===== config.mk =====
export PLATFORM = sky130hd
export DESIGN_NAME = tod_bcd_clock
export DESIGN_NICKNAME = d
export VERILOG_FILES = /design/src/rtl/tod_pkg.sv /design/src/rtl/bcd_field_ctr.sv /design/src/rtl/chime_timer.sv /design/src/rtl/tod_bcd_clock.sv
export SDC_FILE = /design/constraint.sdc
export NUM_CORES = 1
export LEC_CHECK = 0
export BUFFER_PORTS_ARGS = -buffer_cell sky130_fd_sc_hd__buf_2
export CAP_MARGIN = 5
export CORE_AREA = 4 4 55 57
export CTS_CLUSTER_DIAMETER = 40
export DETAILED_ROUTE_END_ITERATION = 10
export DIE_AREA = 0 0 59 61
export HOLD_SLACK_MARGIN = 0.08
export PLACE_DENSITY = 0.85
export SLEW_MARGIN = 30
export SYNTH_ARGS = -nofsm -noshare
export SYNTH_HDL_FRONTEND = slang
export SYNTH_SLANG_ARGS = --single-unit

===== constraint.sdc =====
create_clock -name clk -period 4.4 [get_ports clk]
set_input_delay 0.44 -clock clk [delete_from_list [all_inputs] [get_ports clk]]
set_output_delay 0.44 -clock clk [all_outputs]
set_load 0.1 [all_outputs]

===== src/rtl/tod_pkg.sv =====
package tod_pkg;

  localparam int UNITS_W    = 4;
  localparam int SEC_TENS_W = 3;
  localparam int HR_TENS_W  = 2;

  // next value of a decimal units digit
  function automatic logic [UNITS_W-1:0] units_after(input logic [UNITS_W-1:0] u);
    return (u == UNITS_W'(9)) ? '0 : u + 1'b1;
  endfunction

  // units digit hands a carry to the tens digit
  function automatic logic units_carry(input logic [UNITS_W-1:0] u);
    return u == UNITS_W'(9);
  endfunction

endpackage


===== src/rtl/bcd_field_ctr.sv =====
module bcd_field_ctr #(
  parameter int TENS_W    = 3,
  parameter int TOP_TENS  = 5,
  parameter int TOP_UNITS = 9,
  localparam int VW       = TENS_W + tod_pkg::UNITS_W
) (
  input  logic          clk,
  input  logic          rst_n,
  input  logic          clr,
  input  logic          step,
  output logic [VW-1:0] value,
  output logic          at_top
);
  import tod_pkg::*;

  logic [TENS_W-1:0]  tens;
  logic [UNITS_W-1:0] units;

  assign at_top = (tens == TENS_W'(TOP_TENS)) && (units == UNITS_W'(TOP_UNITS));
  assign value  = {tens, units};

  always_ff @(posedge clk or negedge rst_n) begin
    if (!rst_n) begin
      tens  <= '0;
      units <= '0;
    end else if (clr) begin
      tens  <= '0;
      units <= '0;
    end else if (step) begin
      if (at_top) begin
        tens  <= '0;
        units <= '0;
      end else begin
        units <= units_after(units);
        if (units_carry(units)) tens <= tens + 1'b1;
      end
    end
  end

endmodule


===== src/rtl/chime_timer.sv =====
module chime_timer #(
  parameter int SECS = 5,
  localparam int CW  = $clog2(SECS + 1)
) (
  input  logic clk,
  input  logic rst_n,
  input  logic clr,
  input  logic tick,
  input  logic start,
  output logic chime
);
  logic [CW-1:0] left;

  always_ff @(posedge clk or negedge rst_n) begin
    if (!rst_n)                      left <= '0;
    else if (clr)                    left <= '0;
    else if (tick && start)          left <= CW'(SECS);
    else if (tick && left != '0)     left <= left - 1'b1;
  end

  assign chime = (left != '0);

endmodule


===== src/rtl/tod_bcd_clock.sv =====
module tod_bcd_clock #(
  parameter int CHIME_SECS = 5
) (
  input  logic       clk,
  input  logic       rst_n,
  input  logic       clr_n,
  input  logic       sec_tick,
  input  logic       min_set_n,
  input  logic       hr_set_n,
  output logic [6:0] sec_bcd,
  output logic [6:0] min_bcd,
  output logic [5:0] hr_bcd,
  output logic       chime
);
  import tod_pkg::*;

  logic clr;
  logic sec_at_top, min_at_top, hr_at_top;
  logic sec_wrap, min_step, min_carry, hr_step, chime_start;

  assign clr = ~clr_n;

  // event wires, also observed by the checker
  assign sec_wrap    = sec_tick & sec_at_top;
  assign min_step    = sec_tick & (~min_set_n | sec_at_top);
  assign min_carry   = sec_wrap & min_set_n & min_at_top;
  assign hr_step     = (sec_tick & ~hr_set_n) | min_carry;
  assign chime_start = min_carry;

  bcd_field_ctr #(.TENS_W(SEC_TENS_W), .TOP_TENS(5), .TOP_UNITS(9)) u_sec (
    .clk(clk), .rst_n(rst_n), .clr(clr), .step(sec_tick),
    .value(sec_bcd), .at_top(sec_at_top));

  bcd_field_ctr #(.TENS_W(SEC_TENS_W), .TOP_TENS(5), .TOP_UNITS(9)) u_min (
    .clk(clk), .rst_n(rst_n), .clr(clr), .step(min_step),
    .value(min_bcd), .at_top(min_at_top));

  bcd_field_ctr #(.TENS_W(HR_TENS_W), .TOP_TENS(2), .TOP_UNITS(3)) u_hr (
    .clk(clk), .rst_n(rst_n), .clr(clr), .step(hr_step),
    .value(hr_bcd), .at_top(hr_at_top));

  chime_timer #(.SECS(CHIME_SECS)) u_chime (
    .clk(clk), .rst_n(rst_n), .clr(clr), .tick(sec_tick),
    .start(chime_start), .chime(chime));

endmodule


==> run summary, run 1 <==
- **critical path data required time** 4.60 ns
- **CP cell instances** inv_1 -> ha_1 -> nand4b_4 -> or4_4 -> a21o_2 -> a32o_1
- **Area Growth Syn to Fin** 11.4%
- **top cell type's share of synthesized area** 39.9%
- **Worst-path clk slew** 0.12 ns
- **portion of the post-synthesis area used by sequential elements** 39.9%
- **fin util** 64.9%
- **Via Count** 1,220
- **combinational family with the most area after synthesis** simple AND/OR/NAND/NOR gates
- **status** completed
- **maximum fanout along the worst path** 11
- **share of synthesized area spent on multiplexers** 4.16%
- **PostCTS Resize Cnt** 0
- **count of inserted antenna diode cells** 0
- **path category of the worst min-delay check** in2async
- **top post-synthesis cells by count** sky130_fd_sc_hd__dfrtp_1, sky130_fd_sc_hd__nand2_1, sky130_fd_sc_hd__a21oi_1, sky130_fd_sc_hd__ha_1, sky130_fd_sc_hd__nor2_1
- **worst relative slew slack** 65.6%
- **largest cells by area after synthesis** sky130_fd_sc_hd__dfrtp_1, sky130_fd_sc_hd__ha_1, sky130_fd_sc_hd__nand2_1
- **Yosys top cell by area** sky130_fd_sc_hd__dfrtp_1
- **TritonCTS clock tree** built
- **reported leakage power** 0.809 nW
- **wire length of the first global-routing pass** 5.26 mm
- **Syn Inst Count** 154
- **clock network power share** 18.9%
- **startpoint of the worst register-to-register path** u_sec.units[1]
- **Post CTS Setup Buffer Count** 0
- **count of different cell masters after synthesis** 41
- **cell area after synthesis** 1440 µm²
- **wire length reported by the detailed router** 3.04 mm
- **post-synthesis area per instance** 9.38 µm²
- **total congestion overflow after global routing** 0
- **largest net degree at the start of global routing** 24
- **routed vias/inst** 5.87
- **worst clock skew** 0.00301 ns
- **area of the die** 3600 µm²
- **Synth Area in Adders** 9.53%
- **initial cell density of the core** 58.3%
- **number of global-route vias before repair** 1,195
- **Setup CP Type** reg2reg
- **Post-Synth Simple-Gate Area** 26.6%
- **die outline height** 61 µm
- **number of DRC violations after detailed routing** 0
- **DRT Pass-1 Iters** 4
- **Synth Register Bits** 23
- **endpoints failing setup** 0
- **drt wl/cell** 14.6 µm
- **minimum clock period** 2.17 ns
- **Total Negative Setup Slacks** 0 ns
- **launching element type of the critical path** flip-flop
- **Iteration-0 DRC Markers** 33
- **Switching Fraction** 40.8%
- **FMAX** 0.460 GHz
- **Worst Tran Pin Value** 0.516 ns
- **worst supply voltage drop on vdd** 0.399 mV
- **power dissipated by switching net loads** 0.207 mW
- **number of I/O port buffers** 26
- **EDFF count, synth** 0
- **max-slew violation count** 0
- **Comb pwr share** 35.1%
- **slowest cell delay on critical path** 0.64 ns
- **complex-gate fraction of the synthesized area** 13.6%
- **cell row count** 18
- **arrival time at the worst endpoint** 2.38 ns
- **number of fill cells in the layout** 212
- **Worst-Skew Late Latency** 0.30 ns
- **post-synthesis xor/xnor area fraction** 1.82%
- **Clock Tree Buf Depth** 2
- **share of flip-flops with an asynchronous set or reset** 100%
- **number of hold-repair buffers added at the cts stage** 0
- **routability-driven placement congestion ratio** 0.728
- **cell family with most CP delay** simple AND/OR/NAND/NOR gates
- **clock root buffer master** sky130_fd_sc_hd__clkbuf_4
- **number of endpoints with negative hold slack in the final report** 0
- **global-route total usage across every layer** 18.7%
- **number of antenna violations at the first check in global routing** 0
- **number of routed nets with antenna violations** 0
- **Buf/Inv on CP** 1
- **nets in the synthesized netlist** 171
- **RSZ-0062 raised after global routing** false
- **Main synth FF type** sky130_fd_sc_hd__dfrtp_1
- **synthesis warning total** 0
- **Tcrit/Tclk final** 49.4%
- **CTS Sinks** 23
- **library cell with the highest instance count after synthesis** sky130_fd_sc_hd__dfrtp_1
- **CP endpoint kind** flip-flop
- **register share of total power** 45.9%
- **setup slack on the worst flop-to-flop path** 2.23 ns
- **post-DP HPWL** 2.28 mm
- **post-layout net count** 196
- **ratio of cells with drive above 1 in the final layout** 20.2%
- **number of I/O pins** 27
- **Core Area** 2480 µm²
- **cts bufs inserted** 3
- **critical-path cell with the highest stage delay** sky130_fd_sc_hd__or4_4
- **deepest level of the CTS H-tree** 1
- **maximum capacitance violations** 0
- **Power per Cell Area** 315 nW/µm²
- **number of cells traversed by the worst register-to-register path** 6
- **die outline width** 59 µm
- **internal power** 0.300 mW
- **worst r2r dst** u_hr.tens[1]
-- registers in the layout (all words and copies together), names as in the netlist --
register / flops
u_sec.tens: 3
u_min.units: 4
u_hr.tens: 2
u_hr.units: 4
u_min.tens: 3
u_sec.units: 4
u_chime.left: 3
-- area by class of cell --
cell class / count / area, µm² / area share (%)
clock buffer: 4 / 26.3 / 1.63
inverter: 9 / 33.8 / 2.10
multi-input combinational: 116 / 805 / 50.0
sequential: 23 / 576 / 35.8
tap: 30 / 37.5 / 2.33
timing repair buffer: 26 / 130 / 8.09
-- worst max-delay path by stage --
stage | slack (ns) | from | depth (start not counted) | end
finish | 2.23 | u_sec.units[1] | 6 | u_hr.tens[1]
global route | 2.16 | u_sec.units[1] | 6 | u_hr.tens[1]
CTS | 2.22 | u_sec.units[1] | 6 | u_hr.tens[1]
detailed placement | 2.26 | u_sec.units[1] | 6 | u_hr.tens[1]
global placement | 2.31 | u_sec.units[1] | 6 | u_hr.tens[1]
floorplan | 1.70 | u_sec.units[0] | 6 | u_hr.units[2]
-- layout by cell type, fill, tap and decap left out, types with 2 or more instances in the layout --
cell type and count:
sky130_fd_sc_hd__buf_2 26, sky130_fd_sc_hd__mux2i_1 6, sky130_fd_sc_hd__clkbuf_4 3, sky130_fd_sc_hd__nor3_1 2, sky130_fd_sc_hd__a32o_1 2, sky130_fd_sc_hd__dfrtp_1 23
sky130_fd_sc_hd__inv_1 9, sky130_fd_sc_hd__a21boi_0 2, sky130_fd_sc_hd__a21oi_1 11, sky130_fd_sc_hd__nand3b_1 7, sky130_fd_sc_hd__nand2_1 19, sky130_fd_sc_hd__o21ai_0 3
sky130_fd_sc_hd__o31ai_1 2, sky130_fd_sc_hd__ha_1 11, sky130_fd_sc_hd__nand2b_1 4, sky130_fd_sc_hd__a211oi_1 2, sky130_fd_sc_hd__o22ai_1 2, sky130_fd_sc_hd__nor2_1 10
sky130_fd_sc_hd__nand4_1 4, sky130_fd_sc_hd__xnor2_1 2, sky130_fd_sc_hd__or3_1 3, sky130_fd_sc_hd__nand3_1 5
-- per-stage QoR --
step / cell area [µm²] / instances / setup WS, ns / power (mW) / hold WS [ns]
final: 1610 / 208 / 2.23 / 0.507 / 0.0930
after global routing: 1610 / 208 / 2.16 / 0.533 / 0.123
after CTS: 1610 / 208 / 2.22 / 0.513 / 0.102
after detailed placement: 1580 / 204 / 2.26 / 0.417 / 0.444
after global placement: 1580 / 204 / 2.31 / 0.410 / 0.436
after floorplan: 1440 / 154 / 1.70 / 0.382 / 0.144
-- per-layer routing --
layer	share of wire, %	vias to the layer above	GRT usage [%]
met5	0	-	0
met4	0.49	0	3.88
met3	4.0	2	2.13
met2	52	27	33.6
met1	44	592	24.3
li1	-	599	-
-- kinds of logic (layout without fill, tap and decap cells) --
kind of cell / Yosys count / count (layout)
xor gates and xnor gates: 3 / 3
AOI/OAI and AO/OA: 30 / 30
buffers and inverters: 15 / 39
adders and majority gates: 11 / 11
and+or+nand+nor: 66 / 66
muxes: 6 / 6
DFF: 23 / 23
-- power by group through the flow --
stage / Clock, mW / Sequential, mW / Combinational [mW]
2_1_floorplan: 0 / 0.265 / 0.117
3_5_place_dp: 0 / 0.237 / 0.180
6_report: 0.0958 / 0.233 / 0.178
3_3_place_gp: 0 / 0.237 / 0.173
5_1_grt: 0.108 / 0.234 / 0.191
4_1_cts: 0.0999 / 0.233 / 0.181
Note: power is estimated with default switching activity, not from simulation.
==> run 2: changes to the inputs <==
--- a/config.mk
+++ b/config.mk
@@ -5,14 +5,15 @@
 export SDC_FILE = /design/constraint.sdc
 export NUM_CORES = 1
 export LEC_CHECK = 0
+export ABC_AREA = 1
 export BUFFER_PORTS_ARGS = -buffer_cell sky130_fd_sc_hd__buf_2
 export CAP_MARGIN = 5
-export CORE_AREA = 4 4 55 57
+export CORE_AREA = 4 4 57 59
 export CTS_CLUSTER_DIAMETER = 40
 export DETAILED_ROUTE_END_ITERATION = 10
-export DIE_AREA = 0 0 59 61
+export DIE_AREA = 0 0 61 63
 export HOLD_SLACK_MARGIN = 0.08
-export PLACE_DENSITY = 0.85
+export PLACE_DENSITY = 0.79
 export SLEW_MARGIN = 30
 export SYNTH_ARGS = -nofsm -noshare
 export SYNTH_HDL_FRONTEND = slang
==> constraint.sdc (replaced) <==
create_clock -name clk -period 2.25 [get_ports clk]
set_input_delay 0.225 -clock clk [delete_from_list [all_inputs] [get_ports clk]]
set_output_delay 0.225 -clock clk [all_outputs]
set_load 0.1 [all_outputs]
==> run summary, run 2 <==
- **status** completed
- **largest cells by area after synthesis** sky130_fd_sc_hd__dfrtp_1, sky130_fd_sc_hd__nand2_1, sky130_fd_sc_hd__ha_1
- **ratio of cells with drive above 1 in the final layout** 18.7%, -1.5 points
- **Levels on crit path** 4, -2
- **CP endpoint kind** output pin
- **Core Area** 2710 µm², +9.4%
- **PostCTS Resize Cnt** 0, unchanged
- **largest net degree at the start of global routing** 24, unchanged
- **number of global-route vias before repair** 1,173, -1.8%
- **Setup CP Type** reg2out
- **Synth Register Bits** 23, unchanged
- **drt wl/cell** 11.9 µm, -18%
- **path category of the worst min-delay check** in2reg
- **number of antenna violations at the first check in global routing** 0, unchanged
- **post-route worst hold slack** 0.279 ns, +0.186 ns
- **post-DP HPWL** 2.06 mm, -9.9%
- **portion of the post-synthesis area used by sequential elements** 40.6%, +0.70 points
- **minimum clock period** 1.71 ns
- **Iteration-0 DRC Markers** 32, -3.0%
- **Tcrit/Tclk final** 75.9%
- **Worst-Skew Late Latency** 0.32 ns, +0.02 ns
- **startpoint of the most critical setup path** u_chime.left[0]
- **CP cell instances** inv_1 -> ha_1 -> nand2_1 -> buf_2
- **clock root buffer master** sky130_fd_sc_hd__clkbuf_4
- **RSZ-0062 raised after global routing** false
- **Main synth FF type** sky130_fd_sc_hd__dfrtp_1
- **number of DRC violations after detailed routing** 0, unchanged
- **wire length reported by the detailed router** 2.79 mm, -8.1%
- **Hold Path Depth** 3
- **worst relative slew slack** 65.6%, -0.076 points
- **slowest cell delay on critical path** 0.42 ns, -0.22 ns
- **number of I/O port buffers** 26, unchanged
- **number of I/O pins** 27, unchanged
- **die outline width** 61 µm, +3.4%
- **top post-synthesis cells by count** sky130_fd_sc_hd__nand2_1, sky130_fd_sc_hd__dfrtp_1, sky130_fd_sc_hd__inv_1
- **TritonCTS clock tree** built
- **deepest level of the CTS H-tree** 1, unchanged
- **endpoints failing setup** 0, unchanged
- **FMAX** 0.586 GHz
- **post-layout net count** 221, +13%
- **total congestion overflow after global routing** 0, unchanged
- **Hold Path Origin** sec_tick
- **Largest regs** u_hr.units: 4 flops, u_min.units: 4 flops, u_sec.units: 4 flops
- **number of routed nets with antenna violations** 0, unchanged
- **Via Count** 1,265, +3.7%
- **count of inserted antenna diode cells** 0, unchanged
- **post-synthesis area per instance** 8.11 µm², -14%
- **cell family with most CP delay** buffers and inverters
- **wire length of the first global-routing pass** 4.86 mm, -7.6%
- **cell row count** 19, +1
- **max-slew violation count** 0, unchanged
- **share of flip-flops with an asynchronous set or reset** 100%, unchanged
- **DRT Pass-1 Iters** 4, unchanged
- **worst clock skew** 0.00587 ns, +0.00286 ns
- **routed vias/inst** 5.41, -7.8%
- **critical-path cell with the highest stage delay** sky130_fd_sc_hd__buf_2
- **count of different cell masters after synthesis** 26, -37%
- **reported leakage power** 0.856 nW, +5.8%
- **setup slack on the worst flop-to-flop path** 0.71 ns, -1.52 ns
- **routability-driven placement congestion ratio** 0.811, +11%
- **Yosys top cell by area** sky130_fd_sc_hd__dfrtp_1
- **Area Growth Syn to Fin** 13.1%
- **arrival time at the worst endpoint** 1.48 ns, -0.90 ns
- **Power per Cell Area** 925 nW/µm², +190%
- **Buf/Inv on CP** 2, +1
- **nets in the synthesized netlist** 192, +12%
- **cell area after synthesis** 1420 µm², -1.7%
- **Total Negative Setup Slacks** 0 ns, unchanged
- **number of endpoints with negative hold slack in the final report** 0, unchanged
- **synthesis warning total** 0, unchanged
- **critical path data required time** 2.03 ns, -2.57 ns
- **Worst Tran Pin Value** 0.517 ns, +0.00114 ns
- **maximum capacitance violations** 0, unchanged
- **startpoint of the worst register-to-register path** u_sec.units[1]
- **cts bufs inserted** 3, unchanged
- **die outline height** 63 µm, +3.3%
- **Syn Inst Count** 175, +14%
- **initial cell density of the core** 52.4%, -5.9 points
- **area of the die** 3840 µm², +6.8%
- **launching element type of the critical path** flip-flop
- **Clock Tree Buf Depth** 2, unchanged
- **library cell with the highest instance count after synthesis** sky130_fd_sc_hd__nand2_1
- **Post CTS Setup Buffer Count** 0, unchanged
- **commonest cells after routing, fill and taps aside** sky130_fd_sc_hd__nand2_1, sky130_fd_sc_hd__buf_2, sky130_fd_sc_hd__dfrtp_1, sky130_fd_sc_hd__inv_1, sky130_fd_sc_hd__nand3_1
- **maximum fanout along the worst path** 3, -8
- **EDFF count, synth** 0, unchanged
- **worst supply voltage drop on vdd** 0.612 mV, +53%
- **number of cells traversed by the worst register-to-register path** 9, +3
- **most frequent standard cell in the layout excluding fill and tap cells** sky130_fd_sc_hd__nand2_1
- **global-route total usage across every layer** 16.2%, -2.5 points
- **Worst-path clk slew** 0.13 ns, about the same
- **CTS Sinks** 23, unchanged
- **top cell type's share of synthesized area** 40.6%, +0.70 points
run 2: changes by cell type after synthesis, moves of 4 or more:
cell / before / now
sky130_fd_sc_hd__nand2_1: 19 / 40
sky130_fd_sc_hd__nand3_1: 5 / 19
sky130_fd_sc_hd__inv_1: 9 / 21
sky130_fd_sc_hd__o21ai_0: 3 / 15
sky130_fd_sc_hd__a21oi_1: 11 / 3
sky130_fd_sc_hd__mux2i_1: 6 / 0
sky130_fd_sc_hd__o21ai_1: 0 / 5
sky130_fd_sc_hd__clkbuf_1: 5 / 1
sky130_fd_sc_hd__nand2b_1: 4 / 0
sky130_fd_sc_hd__nand3b_1: 7 / 3
run 2: final timing paths:
path                              endpoint
setup / recovery                     chime
setup reg to reg              u_hr.tens[1]
min in group asynchronous  u_chime.left[0]
max in group asynchronous   u_sec.units[1]
hold reg to reg               u_hr.tens[1]
hold / removal              u_sec.units[3]
run 2: routing by layer:
metal  routed length [µm]  track usage, %  vias to the layer above
met5                    0               0                        -
met4                   58            6.78                        0
met3                  126            2.07                        5
met2                 1300            25.4                       27
met1                 1310            22.1                      596
li1                     -               -                      637
run 2: logic make-up after synthesis:
| kind of cell | share of synthesized area, % |
|---|---|
| and+or+nand+nor | 28.4 |
| AOI/OAI and AO/OA | 10.4 |
| buffers and inverters | 7.23 |
| DFF | 40.6 |
| adders and majority gates | 9.70 |
| xor gates and xnor gates | 3.70 |
run 2: cell type report:
type	count	area, µm²
fillers	268	1100
flip-flops and latches	23	576
well taps	31	38.8
multi-input cells	127	741
inverters	22	82.6
repair buffers	27	140
clock buffers	3	22.5
clock inverters	1	5.00
run 2: stage by stage:
| stage | instances | utilization, % | cell area [µm²] | setup WS (ns) | total power [mW] |
|---|---|---|---|---|---|
| 6_report | 234 | 59.2 | 1610 | 0.543 | 1.49 |
| 5_1_grt | 234 | 59.2 | 1610 | 0.473 | 1.58 |
| 4_1_cts | 234 | 59.2 | 1610 | 0.526 | 1.50 |
| 3_5_place_dp | 229 | 57.8 | 1570 | 0.710 | 1.30 |
| 3_3_place_gp | 229 | 57.8 | 1570 | 0.752 | 1.29 |
| 2_1_floorplan | 175 | - | 1420 | 0.186 | 1.17 |
run 2: what timing repair did:
item                                   in CTS  in global routing
hold buffers                                1                  0
setup endpoints to repair                   0                  0
endpoints found under the hold margin      23                  0
run 2: worst register-to-register path, delay by kind of cell, from the launching register on:
| kind | cells | cell delay (ns) |
|---|---|---|
| AO/OA/AOI/OAI | 1 | 0.26 |
| adder cells (fa/ha/maj) | 1 | 0.15 |
| buffers and inverters | 1 | 0.08 |
| flip-flops | 1 | 0.43 |
| AND/OR/NAND/NOR | 6 | 0.52 |
run 2: power breakdown:
part | internal [mW] | switching (mW) | total, mW
Sequential | 0.476 | 0.0746 | 0.551
Clock | 0.0666 | 0.130 | 0.197
Combinational | 0.151 | 0.587 | 0.738
